[src/rtl/mch_pkg.sv]
package mch_pkg;

  // line levels of the active-low control flags
  localparam logic FLAG_ON  = 1'b0;
  localparam logic FLAG_OFF = 1'b1;

  // receive half: awaiting message, comparing, acknowledging,
  // waiting for flag release, one idle frame seen, discarding, discard idle
  typedef enum logic [2:0] {
    RX_IDLE,
    RX_FIRST,
    RX_VALID,
    RX_NEW,
    RX_GAP,
    RX_DROP,
    RX_DROPGAP
  } rx_st_e;

  // transmit half: idle, first byte pending, later byte pending,
  // acknowledge check after a released acknowledge flag
  typedef enum logic [1:0] {
    TX_IDLE,
    TX_REQ1,
    TX_REQN,
    TX_ACKCHK
  } tx_st_e;

endpackage

[src/rtl/mch_rst_sync.sv]
module mch_rst_sync #(
  parameter int STAGES = 2
) (
  input  logic clk,
  input  logic arst_n,
  output logic srst_n
);

  localparam int LAST = STAGES - 1;

  logic [LAST:0] sh_q;

  generate
    if (STAGES == 1) begin : g_one
      always_ff @(posedge clk or negedge arst_n) begin
        if (!arst_n) sh_q <= '0;
        else         sh_q <= 1'b1;
      end
    end else begin : g_many
      always_ff @(posedge clk or negedge arst_n) begin
        if (!arst_n) sh_q <= '0;
        else         sh_q <= {sh_q[LAST-1:0], 1'b1};
      end
    end
  endgenerate

  assign srst_n = sh_q[LAST];

endmodule

[src/rtl/mch_rx.sv]
module mch_rx
  import mch_pkg::*;
#(
  parameter int            DW       = 8,
  parameter logic [DW-1:0] DEV_ADDR = 8'h81
) (
  input  logic          clk,
  input  logic          rst_n,
  input  logic          tick,
  input  logic          mx_n,
  input  logic [DW-1:0] din,
  output logic          mr_n,
  output logic          byte_vld,
  output logic [DW-1:0] byte_out,
  output logic          msg_end
);

  rx_st_e        st_q, st_d;
  logic [DW-1:0] cap_q, cap_d;
  logic          open_q, open_d;
  logic          vld_q, vld_d;
  logic          eom_q, eom_d;

  logic          offered;
  assign offered = (mx_n == FLAG_ON);

  // next-state
  always_comb begin
    st_d   = st_q;
    cap_d  = cap_q;
    open_d = open_q;
    vld_d  = 1'b0;
    eom_d  = 1'b0;
    if (tick) begin
      unique case (st_q)
        RX_IDLE: begin
          if (offered) begin
            cap_d = din;
            st_d  = RX_FIRST;
          end
        end
        RX_FIRST: begin
          if (!offered) begin
            // byte withdrawn before confirmation: counts as an idle frame
            st_d = open_q ? RX_GAP : RX_IDLE;
          end else if (din != cap_q) begin
            cap_d = din;
          end else if (open_q) begin
            st_d  = RX_VALID;
            vld_d = 1'b1;
          end else if (cap_q == DEV_ADDR) begin
            st_d   = RX_VALID;
            open_d = 1'b1;
          end else begin
            st_d = RX_DROP;
          end
        end
        RX_VALID: st_d = RX_NEW;
        RX_NEW: begin
          if (!offered) st_d = RX_GAP;
        end
        RX_GAP: begin
          if (offered) begin
            cap_d = din;
            st_d  = RX_FIRST;
          end else begin
            st_d   = RX_IDLE;
            open_d = 1'b0;
            eom_d  = 1'b1;
          end
        end
        RX_DROP: begin
          if (!offered) st_d = RX_DROPGAP;
        end
        RX_DROPGAP: st_d = offered ? RX_DROP : RX_IDLE;
        default:    st_d = RX_IDLE;
      endcase
    end
  end

  // registers
  always_ff @(posedge clk or negedge rst_n) begin
    if (!rst_n) begin
      st_q   <= RX_IDLE;
      cap_q  <= '0;
      open_q <= 1'b0;
    end else if (tick) begin
      st_q   <= st_d;
      cap_q  <= cap_d;
      open_q <= open_d;
    end
  end

  always_ff @(posedge clk or negedge rst_n) begin
    if (!rst_n) begin
      vld_q <= 1'b0;
      eom_q <= 1'b0;
    end else begin
      vld_q <= vld_d;
      eom_q <= eom_d;
    end
  end

  assign mr_n     = (st_q == RX_VALID) ? FLAG_ON : FLAG_OFF;
  assign byte_vld = vld_q;
  assign byte_out = cap_q;
  assign msg_end  = eom_q;

endmodule

[src/rtl/mch_tx.sv]
module mch_tx
  import mch_pkg::*;
#(
  parameter int            DW       = 8,
  parameter logic [DW-1:0] DEV_ADDR = 8'h81
) (
  input  logic          clk,
  input  logic          rst_n,
  input  logic          tick,
  input  logic          mr_n,
  input  logic          req,
  input  logic [DW-1:0] byte_in,
  output logic          mx_n,
  output logic [DW-1:0] dout,
  output logic          take,
  output logic          abort,
  output logic          done
);

  tx_st_e        st_q, st_d;
  logic          mx_q, mx_d;
  logic [DW-1:0] dout_q, dout_d;
  logic          take_q, take_d;
  logic          abort_q, abort_d;
  logic          done_q, done_d;

  logic          acked;
  assign acked = (mr_n == FLAG_ON);

  // next-state
  always_comb begin
    st_d    = st_q;
    mx_d    = mx_q;
    dout_d  = dout_q;
    take_d  = 1'b0;
    abort_d = 1'b0;
    done_d  = 1'b0;
    if (tick) begin
      unique case (st_q)
        TX_IDLE: begin
          if (req && !acked) begin
            st_d   = TX_REQ1;
            mx_d   = FLAG_ON;
            dout_d = DEV_ADDR;
          end
        end
        TX_REQ1, TX_ACKCHK: begin
          if (acked) begin
            if (req) begin
              dout_d = byte_in;
              take_d = 1'b1;
              st_d   = TX_REQN;
            end else begin
              mx_d   = FLAG_OFF;
              done_d = 1'b1;
              st_d   = TX_IDLE;
            end
          end else if (st_q == TX_ACKCHK) begin
            mx_d    = FLAG_OFF;
            abort_d = 1'b1;
            st_d    = TX_IDLE;
          end
        end
        TX_REQN: begin
          if (!acked) st_d = TX_ACKCHK;
        end
        default: st_d = TX_IDLE;
      endcase
    end
  end

  // registers
  always_ff @(posedge clk or negedge rst_n) begin
    if (!rst_n) begin
      st_q   <= TX_IDLE;
      mx_q   <= FLAG_OFF;
      dout_q <= '0;
    end else if (tick) begin
      st_q   <= st_d;
      mx_q   <= mx_d;
      dout_q <= dout_d;
    end
  end

  always_ff @(posedge clk or negedge rst_n) begin
    if (!rst_n) begin
      take_q  <= 1'b0;
      abort_q <= 1'b0;
      done_q  <= 1'b0;
    end else begin
      take_q  <= take_d;
      abort_q <= abort_d;
      done_q  <= done_d;
    end
  end

  assign mx_n  = mx_q;
  assign dout  = dout_q;
  assign take  = take_q;
  assign abort = abort_q;
  assign done  = done_q;

endmodule

[src/rtl/mon_hs_ctrl.sv]
module mon_hs_ctrl #(
  parameter int            DW          = 8,
  parameter logic [DW-1:0] DEV_ADDR    = 8'h81,
  parameter int            SYNC_STAGES = 2
) (
  input  logic          clk,
  input  logic          rst_n,
  input  logic          frame_tick,
  input  logic          dd_mx_n,
  input  logic          dd_mr_n,
  input  logic [DW-1:0] dd_mon,
  output logic          du_mx_n,
  output logic          du_mr_n,
  output logic [DW-1:0] du_mon,
  output logic          rx_valid,
  output logic [DW-1:0] rx_data,
  output logic          rx_eom,
  input  logic          tx_req,
  input  logic [DW-1:0] tx_data,
  output logic          tx_take,
  output logic          tx_abort,
  output logic          tx_done
);

  logic srst_n;

  mch_rst_sync #(.STAGES(SYNC_STAGES)) rst_i (
    .clk    (clk),
    .arst_n (rst_n),
    .srst_n (srst_n)
  );

  mch_rx #(.DW(DW), .DEV_ADDR(DEV_ADDR)) rx_i (
    .clk      (clk),
    .rst_n    (srst_n),
    .tick     (frame_tick),
    .mx_n     (dd_mx_n),
    .din      (dd_mon),
    .mr_n     (du_mr_n),
    .byte_vld (rx_valid),
    .byte_out (rx_data),
    .msg_end  (rx_eom)
  );

  mch_tx #(.DW(DW), .DEV_ADDR(DEV_ADDR)) tx_i (
    .clk     (clk),
    .rst_n   (srst_n),
    .tick    (frame_tick),
    .mr_n    (dd_mr_n),
    .req     (tx_req),
    .byte_in (tx_data),
    .mx_n    (du_mx_n),
    .dout    (du_mon),
    .take    (tx_take),
    .abort   (tx_abort),
    .done    (tx_done)
  );

endmodule

[config.mk]
export PLATFORM = sky130hd
export DESIGN_NAME = mon_hs_ctrl
export DESIGN_NICKNAME = d
export VERILOG_FILES = /design/src/rtl/mch_pkg.sv /design/src/rtl/mch_rst_sync.sv /design/src/rtl/mch_rx.sv /design/src/rtl/mch_tx.sv /design/src/rtl/mon_hs_ctrl.sv
export SDC_FILE = /design/constraint.sdc
export NUM_CORES = 1
export LEC_CHECK = 0
export BUFFER_PORTS_ARGS = -buffer_cell sky130_fd_sc_hd__buf_2
export CORE_ASPECT_RATIO = 0.5
export CORE_MARGIN = 8
export CORE_UTILIZATION = 35
export DETAILED_ROUTE_END_ITERATION = 10
export GPL_TIMING_DRIVEN = 0
export SLEW_MARGIN = 10
export SYNTH_ARGS = -nofsm -noshare
export SYNTH_HDL_FRONTEND = slang
export SYNTH_SLANG_ARGS = --single-unit
[constraint.sdc]
create_clock -name clk -period 1.28 [get_ports clk]
set_input_delay 0.192 -clock clk [delete_from_list [all_inputs] [get_ports clk]]
set_output_delay 0.192 -clock clk [all_outputs]
set_load 0.03 [all_outputs]
==> metrics.txt, run 1 <==
post-synthesis compound-gate area fraction=0.1300; yosys warns=0; Sw Ratio=0.4128; Critical-path top delay cell=dfrtp_2; DR vias/cell=4.677; CP Class=flop to flop; normalized max-slew margin=0.5833; I/O Buffers=43; Initial DRC Count=30; biggest cell delay along the critical path=0.42 ns; fin crit period=1.789 ns; nets@finish=221; placed cell count=234; CP required=1.44 ns; Worst-Skew Late Latency=0.28 ns; first-pass GRT wire length=5416 um; Total Power=4.582 mW; Clock transition at path regs=0.07 ns; post-synthesis adder-cell area fraction=0; PwrDens=2201 nW/um^2; gp weighted congestion=0.7968; register area=767.0 sq um; drt drc=0; clk sink count=30; multi-input logic area=759.5 sq um; grt ovf=0; Simple-Gate Fraction of Synth Area=0.1839; IO Pins=45; commonest non-fill, non-tap cell in the layout=buf_2; post-route cell area=2082 sq um; final setup margin=-0.5087 ns; status=finished with violations; Pleak=1.001 nW; largest family of logic cells by synthesized area=simple AND/OR/NAND/NOR gates; clock power share=0.175; Post-Layout Cell Count=254; Slew @ Worst Pin=0.6250 ns; vias in the first global route=1167; P_sw=1.891 mW; Cell Rows=16; die width=107.4 um; Die Area=6629 sq um; WL per Instance=13.80 um; Die Span Y=61.71 um; critical path startpoint category=flop; post-synthesis mux area share=0.08896; drt total wl=3504 um; Hold WC Path Type=input pin to flop; HPWL after DPL=2443 um; CTS tree=built; final setup TNS=-5.571 ns; element type at the critical path end=flop; commonest cells after routing, fill and taps aside=42 x buf_2, 19 x nand2_1, 17 x dfrtp_1, 12 x dfrtp_2, 11 x buf_4; Root Buffer=clkbuf_8; Place WS=-0.6010 ns; synthesized net count=159; post-synthesis cell area=1463 sq um; fin. max-slew vios=0; area grow syn2layout=42.34%; Pre-Repair DR Iteration Count=4; P_int=2.690 mW; critical path arrival=1.95 ns; Hold Slack=0.1402 ns; Peak VDD IR=1180 uV; Post-Synth XOR/XNOR Area=0.05389; post-synthesis sequential area ratio=0.5141; Total GRT Usage=0.1048; Critical Path Fanout Max=6; CTS max path bufs=2; RSZ-0062 raised after global routing=true; Final Cycle Share=1.397; Gate Count Post-Synth=137; Achievable Freq=559.1 MHz; failing checks=negative setup slack; number of synthesized register bits=30; htree depth=2; CP cell instances=xor2_2 -> nor4_4 -> a21boi_4 -> o21ai_4 -> buf_12 -> mux2_4; Num CTS Buffers=5; Setup Skew=0.005261 ns; setup violators final=14; Final Hold Fails=0; initial core utilization=0.3690; Final ANT Viol Nets=0; Syn Area/Cell=10.68 sq um; initial antenna violation count=0; share of layout cells above drive strength 1=0.5250; largest net degree at the start of global routing=29; Placeable Area=3964 sq um; Yosys cell types=36; Final Core Density=0.5253; total number of vias=1188; fillers=350; Ant. Diodes=0; max_cap viols=0; Post-DP Area=1772 sq um; Logic pwr share=0.475; Sequential Power Share=0.350
-- flip-flops by register name, summed over array words and instances, names as in the netlist, named ones only --
signal         count
rx_i.byte_out      8
tx_i.dout          8
rx_i.st_q          3
rst_i.sh_q         2
rx_i.byte_vld      1
rx_i.msg_end       1
rx_i.open_q        1
tx_i.abort         1
tx_i.done          1
tx_i.mx_n          1
tx_i.st_q          1
tx_i.take          1
-- critical path, delay by kind of cell (launching register included) --
kind            cells  cell delay (ns)
mux                 1             0.30
xor+xnor            1             0.16
simple gates        1             0.37
compound gates      2             0.28
buf+inv             1             0.14
flops               1             0.42
-- cells by family after synthesis --
group                  after synthesis
AND/OR/NAND/NOR                     50
flip-flops                          30
AO/OA/AOI/OAI                       28
buffers and inverters               10
XOR/XNOR                             9
multiplexers                         9
other                                1
-- layer usage --
layer,vias to the layer above,share of wire,track usage,wire [um]
met4,0,0.013,0.04102,46
met5,-,0,0,0
met1,561,0.47,0.1270,1635
met3,5,0.072,0.04012,251
met2,34,0.45,0.1684,1570
li1,588,-,-,-
-- power by group through the flow --
stage	Combinational (mW)	Clock, mW	Sequential [mW]
after floorplan	0.988	0	1.97
final	2.18	0.801	1.60
after detailed placement	1.87	0	1.57
after global routing	2.34	0.862	1.65
after global placement	1.84	0	1.56
after CTS	2.10	0.815	1.60
-- final cells by class --
class                   count  area share
inverters                   4    0.007212
flip-flops and latches     30      0.3684
repair buffers             57      0.1659
clock inverters             2    0.006010
multi-input cells          97      0.3648
plain buffers               4     0.01562
clock buffers               6     0.03966
well taps                  54     0.03245
-- worst paths after layout --
kind                                   from          endpoint  slack (ns)  cells after the start
max                        rx_i.byte_out[0]  rx_i.byte_out[1]       -0.51                      6
min                                 dd_mr_n         tx_i.mx_n        0.14                      2
max reg2reg                rx_i.byte_out[0]  rx_i.byte_out[1]       -0.51                      6
min reg2reg                   rst_i.sh_q[1]      tx_i.dout[3]        0.29                      0
max in group asynchronous     rst_i.sh_q[1]  rx_i.byte_out[2]        0.55                      0
min in group asynchronous             rst_n     rst_i.sh_q[1]        0.22                      2
-- Yosys cell counts --
master     n  share of area
or2_1      1         0.0043
a22o_1     2          0.012
nand3b_1   1         0.0051
a21boi_2   1         0.0077
nand2b_1   5          0.021
inv_1      4          0.010
mux2i_1    1         0.0068
nand3_1    3          0.010
o21ai_4    1          0.011
clkbuf_1   4          0.010
and3_1     1         0.0043
o31ai_1    2          0.010
buf_2      1         0.0034
dfstp_2    1          0.018
nor2_1    10          0.026
nor4_4     2          0.029
nor3b_1    1         0.0051
a31oi_1    1         0.0043
o211ai_1   1         0.0051
nand2_1   20          0.051
a21oi_1    5          0.017
a211oi_1   1         0.0051
xor2_1     9          0.054
mux2_4     8          0.082
o21a_1     1         0.0051
o21ai_0   10          0.034
nor4b_1    2          0.012
a221o_1    1         0.0068
nor3_1     2         0.0068
a22oi_1    1         0.0051
or2_2      1         0.0043
o311ai_0   1         0.0060
buf_1      1         0.0026
and2_1     1         0.0043
conb_1     1         0.0026
dfrtp_1   29           0.50
-- repair_timing --
item	4_1_cts	5_1_grt
gates resized for setup	16	13
gates cloned	0	1
endpoints found under the setup margin	32	22
hold buffers	1	0
setup buffers	8	4
pin swaps	9	4
endpoints found under the hold margin	2	0
Power figures use the tool's default switching activity.
==> inputs of run 2 (changes only) <==
--- a/config.mk
+++ b/config.mk
@@ -11,6 +11,7 @@
 export CORE_UTILIZATION = 35
 export DETAILED_ROUTE_END_ITERATION = 10
 export GPL_TIMING_DRIVEN = 0
+export SKIP_LAST_GASP = 1
 export SLEW_MARGIN = 10
 export SYNTH_ARGS = -nofsm -noshare
 export SYNTH_HDL_FRONTEND = slang
==> metrics.txt, run 2 (same netlist as run 1, synthesis figures left out) <==
drt drc=0 (unchanged); Cell Rows=16 (unchanged); fin. max-slew vios=0 (unchanged); initial antenna violation count=0 (unchanged); Critical Path Fanout Max=6 (unchanged); Pleak=0.9998 nW (-0.15%); Die Span Y=61.71 um (unchanged); status=finished with violations; biggest cell delay along the critical path=0.42 ns (about the same); commonest non-fill, non-tap cell in the layout=buf_2; initial core utilization=0.3690 (unchanged); Ant. Diodes=0 (unchanged); HPWL after DPL=2443 um (unchanged); CTS max path bufs=2 (unchanged); Achievable Freq=559.1 MHz (about the same); final setup margin=-0.5086 ns (+0.00006500 ns); Placeable Area=3964 sq um (unchanged); I/O Buffers=43 (unchanged); grt ovf=0 (unchanged); element type at the critical path end=flop; Total GRT Usage=0.1048 (unchanged); critical path startpoint category=flop; Clock transition at path regs=0.07 ns (about the same); Initial DRC Count=33 (+10%); largest net degree at the start of global routing=29 (unchanged); post-route cell area=2076 sq um (-0.30%); failing checks=negative setup slack; clk sink count=30 (unchanged); Hold WC Path Type=input pin to flop; CP cell instances=xor2_2 -> nor4_4 -> a21boi_4 -> o21ai_4 -> buf_12 -> mux2_4; IO Pins=45 (unchanged); htree depth=2 (unchanged); commonest cells after routing, fill and taps aside=42 x buf_2, 20 x nand2_1, 17 x dfrtp_1, 12 x dfrtp_2, 11 x buf_4; WL per Instance=13.75 um (-0.34%); Post-Layout Cell Count=254 (unchanged); Slew @ Worst Pin=0.6254 ns (+0.0004269 ns); fillers=349 (-0.29%); Setup Skew=0.005166 ns (-0.00009531 ns); vias in the first global route=1167 (unchanged); area grow syn2layout=41.92%; CP Buf/Inv Count=1 (unchanged); Post-DP Area=1772 sq um (unchanged); drt total wl=3492 um (-0.34%); Pre-Repair DR Iteration Count=4 (unchanged); CTS tree=built; DR vias/cell=4.681 (about the same); Peak VDD IR=1179 uV (about the same); setup violators final=14 (unchanged); RSZ-0062 raised after global routing=true; CP Class=flop to flop; first-pass GRT wire length=5416 um (unchanged); Place WS=-0.6010 ns (unchanged); placed cell count=234 (unchanged); fin crit period=1.789 ns (-0.00006500 ns); Die Area=6629 sq um (unchanged); PwrDens=2202 nW/um^2 (about the same); share of layout cells above drive strength 1=0.5150 (-0.01000); total number of vias=1189 (+0.084%); Num CTS Buffers=5 (unchanged); max_cap viols=0 (unchanged); Hold Slack=0.1411 ns (+0.0008660 ns); normalized max-slew margin=0.5830 (about the same); Total Power=4.571 mW (-0.23%); Root Buffer=clkbuf_8; Final Hold Fails=0 (unchanged); CP required=1.44 ns (about the same); Critical-path top delay cell=dfrtp_2; gp weighted congestion=0.7968 (unchanged); Worst-Skew Late Latency=0.28 ns (about the same); critical path arrival=1.95 ns (about the same); Final Cycle Share=1.397 (about the same); Largest delay share family, worst path=flip-flops; die width=107.4 um (unchanged); Final ANT Viol Nets=0 (unchanged); nets@finish=221 (unchanged)
[run 2: cell counts in the layout (fill, tap and decap cells not counted)]
Identical to the previous run, type by type.
[run 2: stage by stage]
step	util	TNS, ns
after floorplan	-	-5.488
after global placement	0.4470	-7.862
after detailed placement	0.4470	-8.779
after CTS	0.5066	-5.430
after global routing	0.5237	-6.443
final	0.5237	-5.574
[run 2: path summary, 6_finish.rpt]
check                            startpoint                to  slack [ns]  cells past startpoint
max                        rx_i.byte_out[0]  rx_i.byte_out[1]       -0.51                      6
min                                 dd_mr_n         tx_i.mx_n        0.14                      2
max reg2reg                rx_i.byte_out[0]  rx_i.byte_out[1]       -0.51                      6
min reg2reg                   rst_i.sh_q[1]      tx_i.dout[3]        0.29                      0
max in group asynchronous     rst_i.sh_q[1]  rx_i.byte_out[2]        0.54                      0
min in group asynchronous             rst_n     rst_i.sh_q[1]        0.22                      2
[run 2: layout make-up]
| class | count | area, sq um | area share |
|---|---|---|---|
| Inverter | 4 | 15.01 | 0.007233 |
| Clock buffer | 6 | 82.58 | 0.03978 |
| Timing Repair Buffer | 57 | 345.3 | 0.1664 |
| Tap cell | 54 | 67.56 | 0.03255 |
| Clock inverter | 2 | 12.51 | 0.006028 |
| Multi-Input combinational cell | 97 | 753.2 | 0.3629 |
| Sequential cell | 30 | 767.0 | 0.3695 |
| Buffer | 4 | 32.53 | 0.01567 |
[run 2: where the power goes]
group	switching [mW]	total [mW]	internal (mW)
clock network	0.370	0.801	0.432
registers	0.324	1.60	1.28
logic	1.19	2.17	0.977
[run 2: routing by layer]
metal / vias up / part of all wire / GRT usage
li1: 589 / - / -
met1: 566 / 0.47 / 0.1270
met2: 29 / 0.45 / 0.1684
met3: 5 / 0.068 / 0.04012
met4: 0 / 0.013 / 0.04102
met5: - / 0 / 0
[run 2: what timing repair did]
item | CTS | global route
endpoints found under the hold margin | 2 | 0
pin swaps | 9 | 4
endpoints found under the setup margin | 32 | 22
hold buffers | 1 | 0
resized for setup | 16 | 11
gates cloned | 0 | 1
buffers inserted | 8 | 4
==> inputs of run 3 (changes only) <==
--- a/config.mk
+++ b/config.mk
@@ -6,11 +6,14 @@
 export NUM_CORES = 1
 export LEC_CHECK = 0
 export BUFFER_PORTS_ARGS = -buffer_cell sky130_fd_sc_hd__buf_2
+export CELL_PAD_IN_SITES_DETAIL_PLACEMENT = 1
+export CELL_PAD_IN_SITES_GLOBAL_PLACEMENT = 1
 export CORE_ASPECT_RATIO = 0.5
 export CORE_MARGIN = 8
 export CORE_UTILIZATION = 35
 export DETAILED_ROUTE_END_ITERATION = 10
 export GPL_TIMING_DRIVEN = 0
+export PLACE_DENSITY_LB_ADDON = 0.1
 export SKIP_LAST_GASP = 1
 export SLEW_MARGIN = 10
 export SYNTH_ARGS = -nofsm -noshare
==> metrics.txt, run 3 (same netlist as run 1, synthesis figures left out) <==
Placeable Area=3964 sq um (unchanged); Root Buffer=clkbuf_8; Initial DRC Count=40 (+21%); total number of vias=1224 (+2.9%); post-route cell area=2047 sq um (-1.4%); CP required=1.45 ns (about the same); RR Endpoint=rx_i.byte_out[4]; Final ANT Viol Nets=0 (unchanged); placed cell count=234 (unchanged); fin. max-slew vios=0 (unchanged); Worst Setup SP=rx_i.byte_out[0]; failing checks=negative setup slack; Post-DP Area=1772 sq um (unchanged); Pleak=0.9900 nW (-0.98%); Achievable Freq=553.4 MHz (-1.0%); htree depth=2 (unchanged); drt total wl=3896 um (+12%); die width=107.4 um (unchanged); critical path arrival=1.98 ns (+0.03 ns); area grow syn2layout=39.95%; first-pass GRT wire length=6527 um (+21%); Ant. Diodes=0 (unchanged); Final Cycle Share=1.412 (+0.01436); Slew @ Worst Pin=0.6292 ns (+0.003798 ns); register area=767.0 sq um (unchanged); CP Class=flop to flop; vias in the first global route=1345 (+15%); Hold WC Path Type=input pin to flop; Total GRT Usage=0.1284 (+0.02360); Pre-Repair DR Iteration Count=4 (unchanged); worst reg2reg path depth=6 (unchanged); Final Hold Fails=0 (unchanged); commonest cells after routing, fill and taps aside=42 x buf_2, 20 x nand2_1, 17 x dfrtp_1, 12 x dfrtp_2, 11 x buf_4; max_cap viols=0 (unchanged); Total Power=4.612 mW (+0.88%); status=finished with violations; initial antenna violation count=0 (unchanged); DR vias/cell=4.838 (+3.4%); RR Startpoint=rx_i.byte_out[0]; IO Pins=45 (unchanged); final setup TNS=-5.545 ns (+0.02935 ns); gp weighted congestion=0.7485 (-6.1%); Num CTS Buffers=5 (unchanged); Clock transition at path regs=0.06 ns (about the same); slack of the worst reg-to-reg path=-0.53 ns (-0.02 ns); Cell Rows=16 (unchanged); CTS max path bufs=2 (unchanged); CTS tree=built; commonest non-fill, non-tap cell in the layout=buf_2; fillers=459 (+32%); WL per Instance=15.40 um (+12%); RSZ-0062 raised after global routing=true; clk sink count=30 (unchanged); Post-Layout Cell Count=253 (-0.39%); Setup crit end=rx_i.byte_out[4]; Setup Skew=0.006592 ns (+0.001426 ns); fin crit period=1.807 ns (+0.01838 ns); largest net degree at the start of global routing=29 (unchanged); Critical Path Fanout Max=8 (+2); Place WS=-0.6035 ns (-0.002519 ns); setup violators final=14 (unchanged); final setup margin=-0.5270 ns (-0.01838 ns); Die Span Y=61.71 um (unchanged); element type at the critical path end=flop; drt drc=0 (unchanged); critical path startpoint category=flop; Final Core Density=0.5164 (-0.007260); multi-input logic area=740.7 sq um (-1.7%); I/O Buffers=43 (unchanged); Worst-Skew Late Latency=0.28 ns (about the same); nets@finish=220 (-0.45%); PwrDens=2253 nW/um^2 (+2.3%); normalized max-slew margin=0.5805 (-0.002532); Peak VDD IR=1226 uV (+3.9%); Hold Slack=0.1444 ns (+0.003336 ns); initial core utilization=0.3690 (unchanged); grt ovf=0 (unchanged); Die Area=6629 sq um (unchanged); share of layout cells above drive strength 1=0.5025 (-0.01249); HPWL after DPL=2799 um (+15%)
==> run 3: cell types whose count changed in the layout (fill, tap and decap cells not counted), moves of 2 or more <==
cell and change:
clkbuf_1 +2, xor2_2 -2, xor2_1 +2, o21ai_1 -4, o21ai_0 +3
==> run 3: timing repair <==
item / in CTS / in global routing
gates cloned: 0 / 0
pin swaps: 7 / 1
endpoints found under the hold margin: 2 / 0
setup buffers: 7 / 5
gates resized for setup: 15 / 7
hold buffers: 1 / 0
setup endpoints to repair: 32 / 22
==> run 3: cell type report <==
type                            count  share of cell area
Sequential cell                    30              0.3747
Multi-Input combinational cell     97              0.3619
Timing Repair Buffer               56              0.1632
Clock buffer                        8             0.04401
Tap cell                           54             0.03301
Buffer                              4             0.01589
Inverter                            4            0.007335
==> run 3: critical path: stages, from the launching register on <==
cell	delay, ns
dfrtp_2	0.43
xor2_2	0.16
nor4_4	0.35
a21boi_4	0.11
o21ai_4	0.19
buf_12	0.15
mux2_4	0.30
==> run 3: how the worst min path moves through the flow <==
stage,endpoint,start,cells past startpoint
global route,tx_i.dout[0],tx_data[0],3
CTS,tx_i.mx_n,dd_mr_n,2
finish,tx_i.dout[1],tx_data[1],2
floorplan,rst_i.sh_q[0],rst_n,0
global placement,rst_i.sh_q[1],rst_n,1
detailed placement,rst_i.sh_q[1],rst_n,1
==> run 3: layer usage <==
layer | global-route usage | up-vias | routed length (um)
met5 | 0 | - | 0
met4 | 0.05469 | 0 | 54
met3 | 0.05041 | 8 | 264
met2 | 0.2147 | 34 | 1800
met1 | 0.1475 | 595 | 1776
li1 | - | 587 | -
==> run 3: report_power, final <==
part	leakage (nW)	switching [mW]	internal (mW)
logic	0.589	1.24	0.981
clock network	0.0455	0.344	0.438
registers	0.356	0.326	1.28
